### config.mk
export PLATFORM = sky130hd
export DESIGN_NAME = cap_access_check
export DESIGN_NICKNAME = d
export VERILOG_FILES = /design/src/rtl/cap_chk_pkg.sv /design/src/rtl/cap_chk_auth.sv /design/src/rtl/cap_chk_range.sv /design/src/rtl/cap_chk_resolve.sv /design/src/rtl/cap_access_check.sv
export SDC_FILE = /design/constraint.sdc
export NUM_CORES = 1
export LEC_CHECK = 0
export ABC_AREA = 1
export BUFFER_PORTS_ARGS = -buffer_cell sky130_fd_sc_hd__buf_2
export CORE_UTILIZATION = 56
export DETAILED_ROUTE_END_ITERATION = 10
export MAX_ROUTING_LAYER = met4
export PLACE_DENSITY = 0.95
export SLEW_MARGIN = 20
export SYNTH_ARGS = -nofsm -noshare
export SYNTH_HDL_FRONTEND = slang
export SYNTH_SLANG_ARGS = --single-unit
### constraint.sdc
create_clock -name vclk -period 10.3
set_clock_uncertainty 0.1 [all_clocks]
set_input_delay 0.515 -clock vclk [all_inputs]
set_output_delay 0.515 -clock vclk [all_outputs]
set_load 0.01 [all_outputs]
### src/rtl/cap_chk_pkg.sv
package cap_chk_pkg;

    localparam int PERM_W        = 4;
    localparam int PB_LOAD       = 0;
    localparam int PB_STORE      = 1;
    localparam int PB_CAPXFER    = 2;
    localparam int PB_LOCALST    = 3;
    localparam int SIZE_W        = 2;
    localparam int CAP_SIZE_LOG2 = 3;

    typedef enum logic [2:0] {
        CAUSE_NONE   = 3'd0,
        CAUSE_TAG    = 3'd1,
        CAUSE_SEAL   = 3'd2,
        CAUSE_PERM   = 3'd3,
        CAUSE_LOCAL  = 3'd4,
        CAUSE_ALIGN  = 3'd5,
        CAUSE_BOUNDS = 3'd6
    } cause_e;

    typedef struct packed {
        logic tag_fail;
        logic seal_fail;
        logic perm_fail;
        logic local_fail;
        logic align_fail;
        logic bounds_fail;
    } viol_t;

    // Width of the access in log2 bytes: capability moves are always full width.
    function automatic logic [SIZE_W-1:0] access_lg(input logic is_cap,
                                                    input logic [SIZE_W-1:0] sz);
        return is_cap ? SIZE_W'(CAP_SIZE_LOG2) : sz;
    endfunction

endpackage

### src/rtl/cap_chk_auth.sv
module cap_chk_auth
    import cap_chk_pkg::*;
(
    input  logic              tag,
    input  logic              sealed,
    input  logic [PERM_W-1:0] perm,
    input  logic              is_store,
    input  logic              is_cap,
    input  logic              src_tag,
    input  logic              src_global,
    output logic              tag_fail,
    output logic              seal_fail,
    output logic              perm_fail,
    output logic              local_fail
);
    logic dir_ok;
    logic xfer_ok;

    always_comb begin
        tag_fail   = ~tag;
        seal_fail  = sealed;
        dir_ok     = is_store ? perm[PB_STORE] : perm[PB_LOAD];
        xfer_ok    = ~is_cap | perm[PB_CAPXFER];
        perm_fail  = ~(dir_ok & xfer_ok);
        // A tagged non-global capability may only land through a local-store authority.
        local_fail = is_store & is_cap & src_tag & ~src_global & ~perm[PB_LOCALST];
    end
endmodule

### src/rtl/cap_chk_range.sv
module cap_chk_range
    import cap_chk_pkg::*;
#(
    parameter int ADDR_W      = 32,
    parameter bit ALIGN_CHECK = 1'b1
) (
    input  logic [ADDR_W-1:0] addr,
    input  logic [ADDR_W:0]   base,
    input  logic [ADDR_W:0]   top,
    input  logic [SIZE_W-1:0] size_log2,
    input  logic              is_cap,
    output logic              align_fail,
    output logic              bounds_fail
);
    localparam int EXT_W = ADDR_W + 1;

    logic [SIZE_W-1:0] lg;
    logic [EXT_W-1:0]  nbytes;
    logic [EXT_W-1:0]  start_x;
    logic [EXT_W-1:0]  end_x;

    always_comb begin
        lg          = access_lg(is_cap, size_log2);
        nbytes      = EXT_W'(1) << lg;
        start_x     = {1'b0, addr};
        end_x       = start_x + nbytes;     // exclusive end, never wraps in EXT_W bits
        bounds_fail = (start_x < base) | (end_x > top);
    end

    generate
        if (ALIGN_CHECK) begin : g_align
            assign align_fail = is_cap & (addr[CAP_SIZE_LOG2-1:0] != '0);
        end else begin : g_noalign
            assign align_fail = 1'b0;
        end
    endgenerate
endmodule

### src/rtl/cap_chk_resolve.sv
module cap_chk_resolve
    import cap_chk_pkg::*;
(
    input  viol_t  viol,
    input  logic   is_store,
    input  logic   is_cap,
    input  logic   src_tag,
    output logic   allow,
    output logic   trap,
    output cause_e cause,
    output logic   wr_tag
);
    always_comb begin
        if (viol.tag_fail)         cause = CAUSE_TAG;
        else if (viol.seal_fail)   cause = CAUSE_SEAL;
        else if (viol.perm_fail)   cause = CAUSE_PERM;
        else if (viol.local_fail)  cause = CAUSE_LOCAL;
        else if (viol.align_fail)  cause = CAUSE_ALIGN;
        else if (viol.bounds_fail) cause = CAUSE_BOUNDS;
        else                       cause = CAUSE_NONE;

        trap   = (cause != CAUSE_NONE);
        allow  = ~trap;
        // Tag leaves with the data only for a permitted capability-width store.
        wr_tag = allow & is_store & is_cap & src_tag;
    end
endmodule

### src/rtl/cap_access_check.sv
module cap_access_check
    import cap_chk_pkg::*;
#(
    parameter int ADDR_W      = 32,
    parameter bit ALIGN_CHECK = 1'b1
) (
    input  logic              auth_tag,
    input  logic              auth_sealed,
    input  logic [PERM_W-1:0] auth_perm,
    input  logic [ADDR_W:0]   auth_base,
    input  logic [ADDR_W:0]   auth_top,
    input  logic [ADDR_W-1:0] eff_addr,
    input  logic [SIZE_W-1:0] size_log2,
    input  logic              is_store,
    input  logic              is_cap,
    input  logic              src_tag,
    input  logic              src_global,
    output logic              allow,
    output logic              trap,
    output logic [2:0]        cause,
    output logic              wr_tag
);
    viol_t  viol;
    cause_e cause_w;

    cap_chk_auth u_auth (
        .tag        (auth_tag),
        .sealed     (auth_sealed),
        .perm       (auth_perm),
        .is_store   (is_store),
        .is_cap     (is_cap),
        .src_tag    (src_tag),
        .src_global (src_global),
        .tag_fail   (viol.tag_fail),
        .seal_fail  (viol.seal_fail),
        .perm_fail  (viol.perm_fail),
        .local_fail (viol.local_fail)
    );

    cap_chk_range #(
        .ADDR_W      (ADDR_W),
        .ALIGN_CHECK (ALIGN_CHECK)
    ) u_range (
        .addr        (eff_addr),
        .base        (auth_base),
        .top         (auth_top),
        .size_log2   (size_log2),
        .is_cap      (is_cap),
        .align_fail  (viol.align_fail),
        .bounds_fail (viol.bounds_fail)
    );

    cap_chk_resolve u_resolve (
        .viol     (viol),
        .is_store (is_store),
        .is_cap   (is_cap),
        .src_tag  (src_tag),
        .allow    (allow),
        .trap     (trap),
        .cause    (cause_w),
        .wr_tag   (wr_tag)
    );

    assign cause = cause_w;
endmodule

Yosys cells after proc, flatten, opt, wreduce, memory -nomap -nowiden:

Index checks and enable logic that the tools add are counted.

* register bits after elaboration: 0
* latch bits: 0
* memory bits (writable): 0
* bits in read-only memories: 0
* memories kept: 0

* add/subtract/negate cells: 1
* multiply operators: 0
* divide/modulo/power cells: 0
* magnitude comparators: 2
* equal/unequal tests: 0
* shift operators: 1
* muxes and demuxes: 8
* bitwise gates (word level): 15
* reductions and logical operators: 2

Operator list (number)
* adder 32 x 33 -> 33 bit: 1
* > comparator 33 bit: 1
* < comparator 32 x 33 -> 1 bit: 1
* left shift 1 x 2 -> 33 bit, first input constant: 1
* 2-to-1 mux 3 bit: 6
* AND 1 bit: 9
* nonzero test 3 bit: 2
* inverter 1 bit: 4
* 2-to-1 mux 2 bit: 1
* bitwise OR 1 bit: 2
* 2-to-1 mux 1 bit: 1

Depth between registers and ports, before layout:

* word-level depth: 16
* depth in mapped cells: 29
* mapped depth without buffers: 29

Hierarchy:

From an unflattened synthesis, not the netlist that was laid out.

* cells, all modules: 524
* area, all modules: 3009.1 um2

Modules (own cells, without submodules)
* cap_chk_range: instances 1, cells an instance 488, area each 2855.2 um2, sequential area each 0.0 um2
* cap_chk_resolve: instances 1, cells an instance 21, area each 91.3 um2, sequential area each 0.0 um2
* cap_chk_auth: instances 1, cells an instance 15, area each 62.6 um2, sequential area each 0.0 um2

Least setup slack after synthesis:

OpenSTA, ideal clock, no wires.

* kind: input to output
* from: in is_cap
* to: out wr_tag
* data arrival time: 3617 ps
* data required time: 9685 ps
* slack: 6068 ps
* cell stages on the path: 29
* path buffers: 0
* cells stage by stage: nor2_1 inv_1 nor2_1 ha_1 inv_1 fa_1 o21ai_2 nand2_2 nor2_2 nand2_1 inv_1 nand4_2 nor2_1 xor2_1 inv_1 ha_1 nand2_1 inv_1 nand2_1 nand2_1 a21oi_1 nand2_1 nor2_1 nand2_1 nand2_1 nand2_1 inv_1 nand4_1 nor2_1

* longest elaborated chain between the ends: 16
* elaborated cells between the ends (all ways): 24
* those cells by class: add/sub (1); order compare (1); shift (1); mux (7); bitwise (13); reduce/logical (1)

RTL lines
* from (decl): line cap_access_check.sv:15 `input logic is_cap,`
* 2-to-1 mux 2 bit: line cap_chk_pkg.sv:33 `return is_cap ? SIZE_W'(CAP_SIZE_LOG2) : sz;`
* left shift 1 x 2 -> 33 bit: line cap_chk_range.sv:24 `nbytes = EXT_W'(1) << lg;`
* adder 32 x 33 -> 33 bit: line cap_chk_range.sv:26 `end_x = start_x + nbytes;`
* > comparator 33 bit: line cap_chk_range.sv:27 `bounds_fail = (start_x < base) | (end_x > top);`
* bitwise OR 1 bit: line cap_chk_range.sv:27
* 2-to-1 mux 3 bit: line cap_chk_resolve.sv:19 `else if (viol.bounds_fail) cause = CAUSE_BOUNDS;`
* 2-to-1 mux 3 bit: line cap_chk_resolve.sv:18 `else if (viol.align_fail) cause = CAUSE_ALIGN;`
* 2-to-1 mux 3 bit: line cap_chk_resolve.sv:17 `else if (viol.local_fail) cause = CAUSE_LOCAL;`
* 2-to-1 mux 3 bit *: line cap_chk_resolve.sv:16 `else if (viol.perm_fail) cause = CAUSE_PERM;`
* 2-to-1 mux 3 bit *: line cap_chk_resolve.sv:15 `else if (viol.seal_fail) cause = CAUSE_SEAL;`
* 2-to-1 mux 3 bit *: line cap_chk_resolve.sv:14 `if (viol.tag_fail) cause = CAUSE_TAG;`
* nonzero test 3 bit *: line cap_chk_resolve.sv:22 `trap = (cause != CAUSE_NONE);`
* named net trap: line cap_access_check.sv:19 `output logic trap,`
* inverter 1 bit *: line cap_chk_resolve.sv:23 `allow = ~trap;`
* AND 1 bit * (3 in a row): line cap_chk_resolve.sv:25 `wr_tag = allow & is_store & is_cap & src_tag;`
* to (decl): line cap_access_check.sv:21 `output logic wr_tag`

The timed path passes the listed nets; every way through them passes the cells marked *.

Worst setup path in the final report:

* from: in is_cap
* to: out allow

* longest elaborated chain between the ends: 13
* elaborated cells between the ends (all ways): 21
* those cells by class: add/sub (1); order compare (1); shift (1); mux (7); bitwise (10); reduce/logical (1)

RTL lines
* 2-to-1 mux 2 bit: line cap_chk_pkg.sv:33
* left shift 1 x 2 -> 33 bit: line cap_chk_range.sv:24
* adder 32 x 33 -> 33 bit: line cap_chk_range.sv:26
* > comparator 33 bit: line cap_chk_range.sv:27
* bitwise OR 1 bit: line cap_chk_range.sv:27
* 2-to-1 mux 3 bit: line cap_chk_resolve.sv:19
* 2-to-1 mux 3 bit: line cap_chk_resolve.sv:18
* 2-to-1 mux 3 bit: line cap_chk_resolve.sv:17
* 2-to-1 mux 3 bit *: line cap_chk_resolve.sv:16
* 2-to-1 mux 3 bit *: line cap_chk_resolve.sv:15
* 2-to-1 mux 3 bit *: line cap_chk_resolve.sv:14
* nonzero test 3 bit *: line cap_chk_resolve.sv:22
* inverter 1 bit *: line cap_chk_resolve.sv:23
* to (decl): line cap_access_check.sv:18 `output logic allow,`

Every way passes the cells marked *; elsewhere a longest branch is shown, timed or not.

==> results.yml <==
finish:
  fillers: 438
  nClkBuffers: 0
  final_common_cell: "inv_1"
  seq_cell_count: 0
  layout.nets: 796
  drive_gt1_frac: 0.2146
  multiInputGateArea_um2: 2322
  seq_area_um2: 0
  diodes: 0
  stdcell_count: 682
  area_growth_pct: 23.12
  final_cell_mix: "inv_1, buf_2, nand2_1"
synthesis:
  yosys_warnings: 0
  synth.avg_cell_area_um2: 5.760
  synth_fp_nets: 678
  synthAdderAreaFrac: 0.3030
  ys_seq_area_frac: 0
  synth_top_family_by_area: "simple AND/OR/NAND/NOR gates"
  yosys.area_share.simple: 0.3200
  synth.area.mux_share: 0
  synthDistinctLibCells: 28
  synth_area_um2: 2874
  synth_xor_xnor_area_share: 0.09142
  synth-compound-area-share: 0.09360
  postSynthCellCount: 499
sta:
  tns_ps: 0
  hold_violations: 0
  tightest_slew_ps: 376.7
  period_share: 0.4532
  period_needed_ps: 4668
  slew_violations: 0
  finalSetupViolations: 0
  slew_headroom: 0.7467
  worst_slack_ps: 5632
  rsz0062_at_grt: "no"
  fmax_mhz: 214.2
detailed_routing:
  drt_iter0_drc: 217
  drtAntennaViolNets: 0
  drc: 0
  drt_wl_total_um: 7377
  drt_pass1_iterations: 4
  vias: 3311
  via_per_inst: 4.855
  wl_per_cell_um: 10.82
grt:
  grt_pass1_wl_um: 12250
  grt_use_total: 0.2882
  grt_pass1_vias: 3091
  antenna_found_initial: 0
  grt-ovfl-total: 0
  grt_max_degree: 7
power:
  p_per_area_nw_per_um2: 33.69
  swShare: 0.5635
  vdd_ir_drop_max_mv: 0.02289
  internal_power_mw: 0.05203
  power_frac_seq: 0
  power.switching_mw: 0.06717
  p_leak_nw: 2.361
  combinationalPowerShare: 1.000
  clock_power_share: 0
clock_network:
  postCtsHoldBufs: 0
  cts_resized: 0
  cts_setup_buffers: 0
critical_path:
  cpMostUsedCell: "nand2_1"
  start_kind: "input port"
  critPathArrivalTime_ps: 4050
  crit_fanout: 5
  critical_path_required_ps: 9690
  path_class: "input port to primary output"
  cp_slowest_cell: "fa_1"
  cpPeakStageDelay_ps: 410
  endpoint_kind: "primary output"
floorplan:
  die_h_um: 73.64
  io_pins: 116
  die_w_um: 73.64
  start_util: 0.5966
  row_count: 25
  coreArea_um2: 4817
  fp.dieArea_um2: 5423
place:
  place_hpwl_um: 6892
  port_buffers: 116
  dp.cells: 682
  pre_cts_ws_ps: 5657
  gp_congestion: 0.9245
hold_path:
  hold_path_end: "cause[1]"
  min-delay-start: "auth_tag"
  hold_class: "input port to primary output"
  holdPathStages: 4
run:
  cap_viol_max_count: 0
outcome:
  outcome: "finished clean"
-- through the flow --
step / util / hold WS, ps / power [mW] / cell area, um^2
after floorplan: - / 1057 / 0.07291 / 2874
after global placement: 0.7345 / 1278 / 0.1128 / 3538
after detailed placement: 0.7345 / 1282 / 0.1185 / 3538
after CTS: 0.7345 / 1283 / 0.1193 / 3538
after global routing: 0.7345 / 1298 / 0.1375 / 3538
final: 0.7345 / 1282 / 0.1192 / 3538
-- cell type report --
type / count / share of cell area
inverters: 147 / 0.1559
multi-input cells: 352 / 0.6563
well taps: 67 / 0.02369
repair buffers: 116 / 0.1641
-- synth_stat cells (all sizes together) (3+ instances only) --
| cell | n | area [um^2] |
|---|---|---|
| ha | 68 | 850.8 |
| nor4 | 3 | 40.04 |
| a21oi | 31 | 155.2 |
| nand2 | 114 | 445.4 |
| nor3 | 11 | 55.05 |
| xor2 | 22 | 192.7 |
| nand4 | 12 | 81.33 |
| nor2 | 50 | 207.7 |
| xnor2 | 8 | 70.07 |
| o21ai | 8 | 43.79 |
| inv | 147 | 551.8 |
| nand3 | 16 | 90.09 |
-- power by group through the flow --
stage	sequential, mW	clock [mW]	combinational, mW
2_1_floorplan	0	0	0.0729
3_3_place_gp	0	0	0.113
3_5_place_dp	0	0	0.119
4_1_cts	0	0	0.119
5_1_grt	0	0	0.137
6_report	0	0	0.119
-- worst max path at each step --
stage | startpoint | to | slack (ps)
6_report | is_cap | allow | 5630
5_1_grt | is_cap | wr_tag | 5190
4_1_cts | is_cap | allow | 5640
3_5_place_dp | is_cap | allow | 5660
3_3_place_gp | is_cap | allow | 5780
2_1_floorplan | is_cap | wr_tag | 6070
-- layer usage --
layer  GRT usage  wire, um
met1      0.3412      3218
met5           -         0
met2      0.5443      3652
met3    0.009602       396
met4     0.04701       110
-- critical path, delay by kind of cell --
family	cells	cell delay [ps]
AOI/OAI and AO/OA	1	210
adders and majority gates	3	880
buffers and inverters	8	610
and+or+nand+nor	18	1660
xor gates and xnor gates	1	160
-- kinds of logic (layout without fill, tap and decap cells) --
family | Yosys count | in the layout
AOI/OAI and AO/OA | 47 | 47
and+or+nand+nor | 206 | 206
adders and majority gates | 69 | 69
buffers and inverters | 147 | 263
xor gates and xnor gates | 30 | 30
No activity file was read; power rests on OpenSTA's default activity.
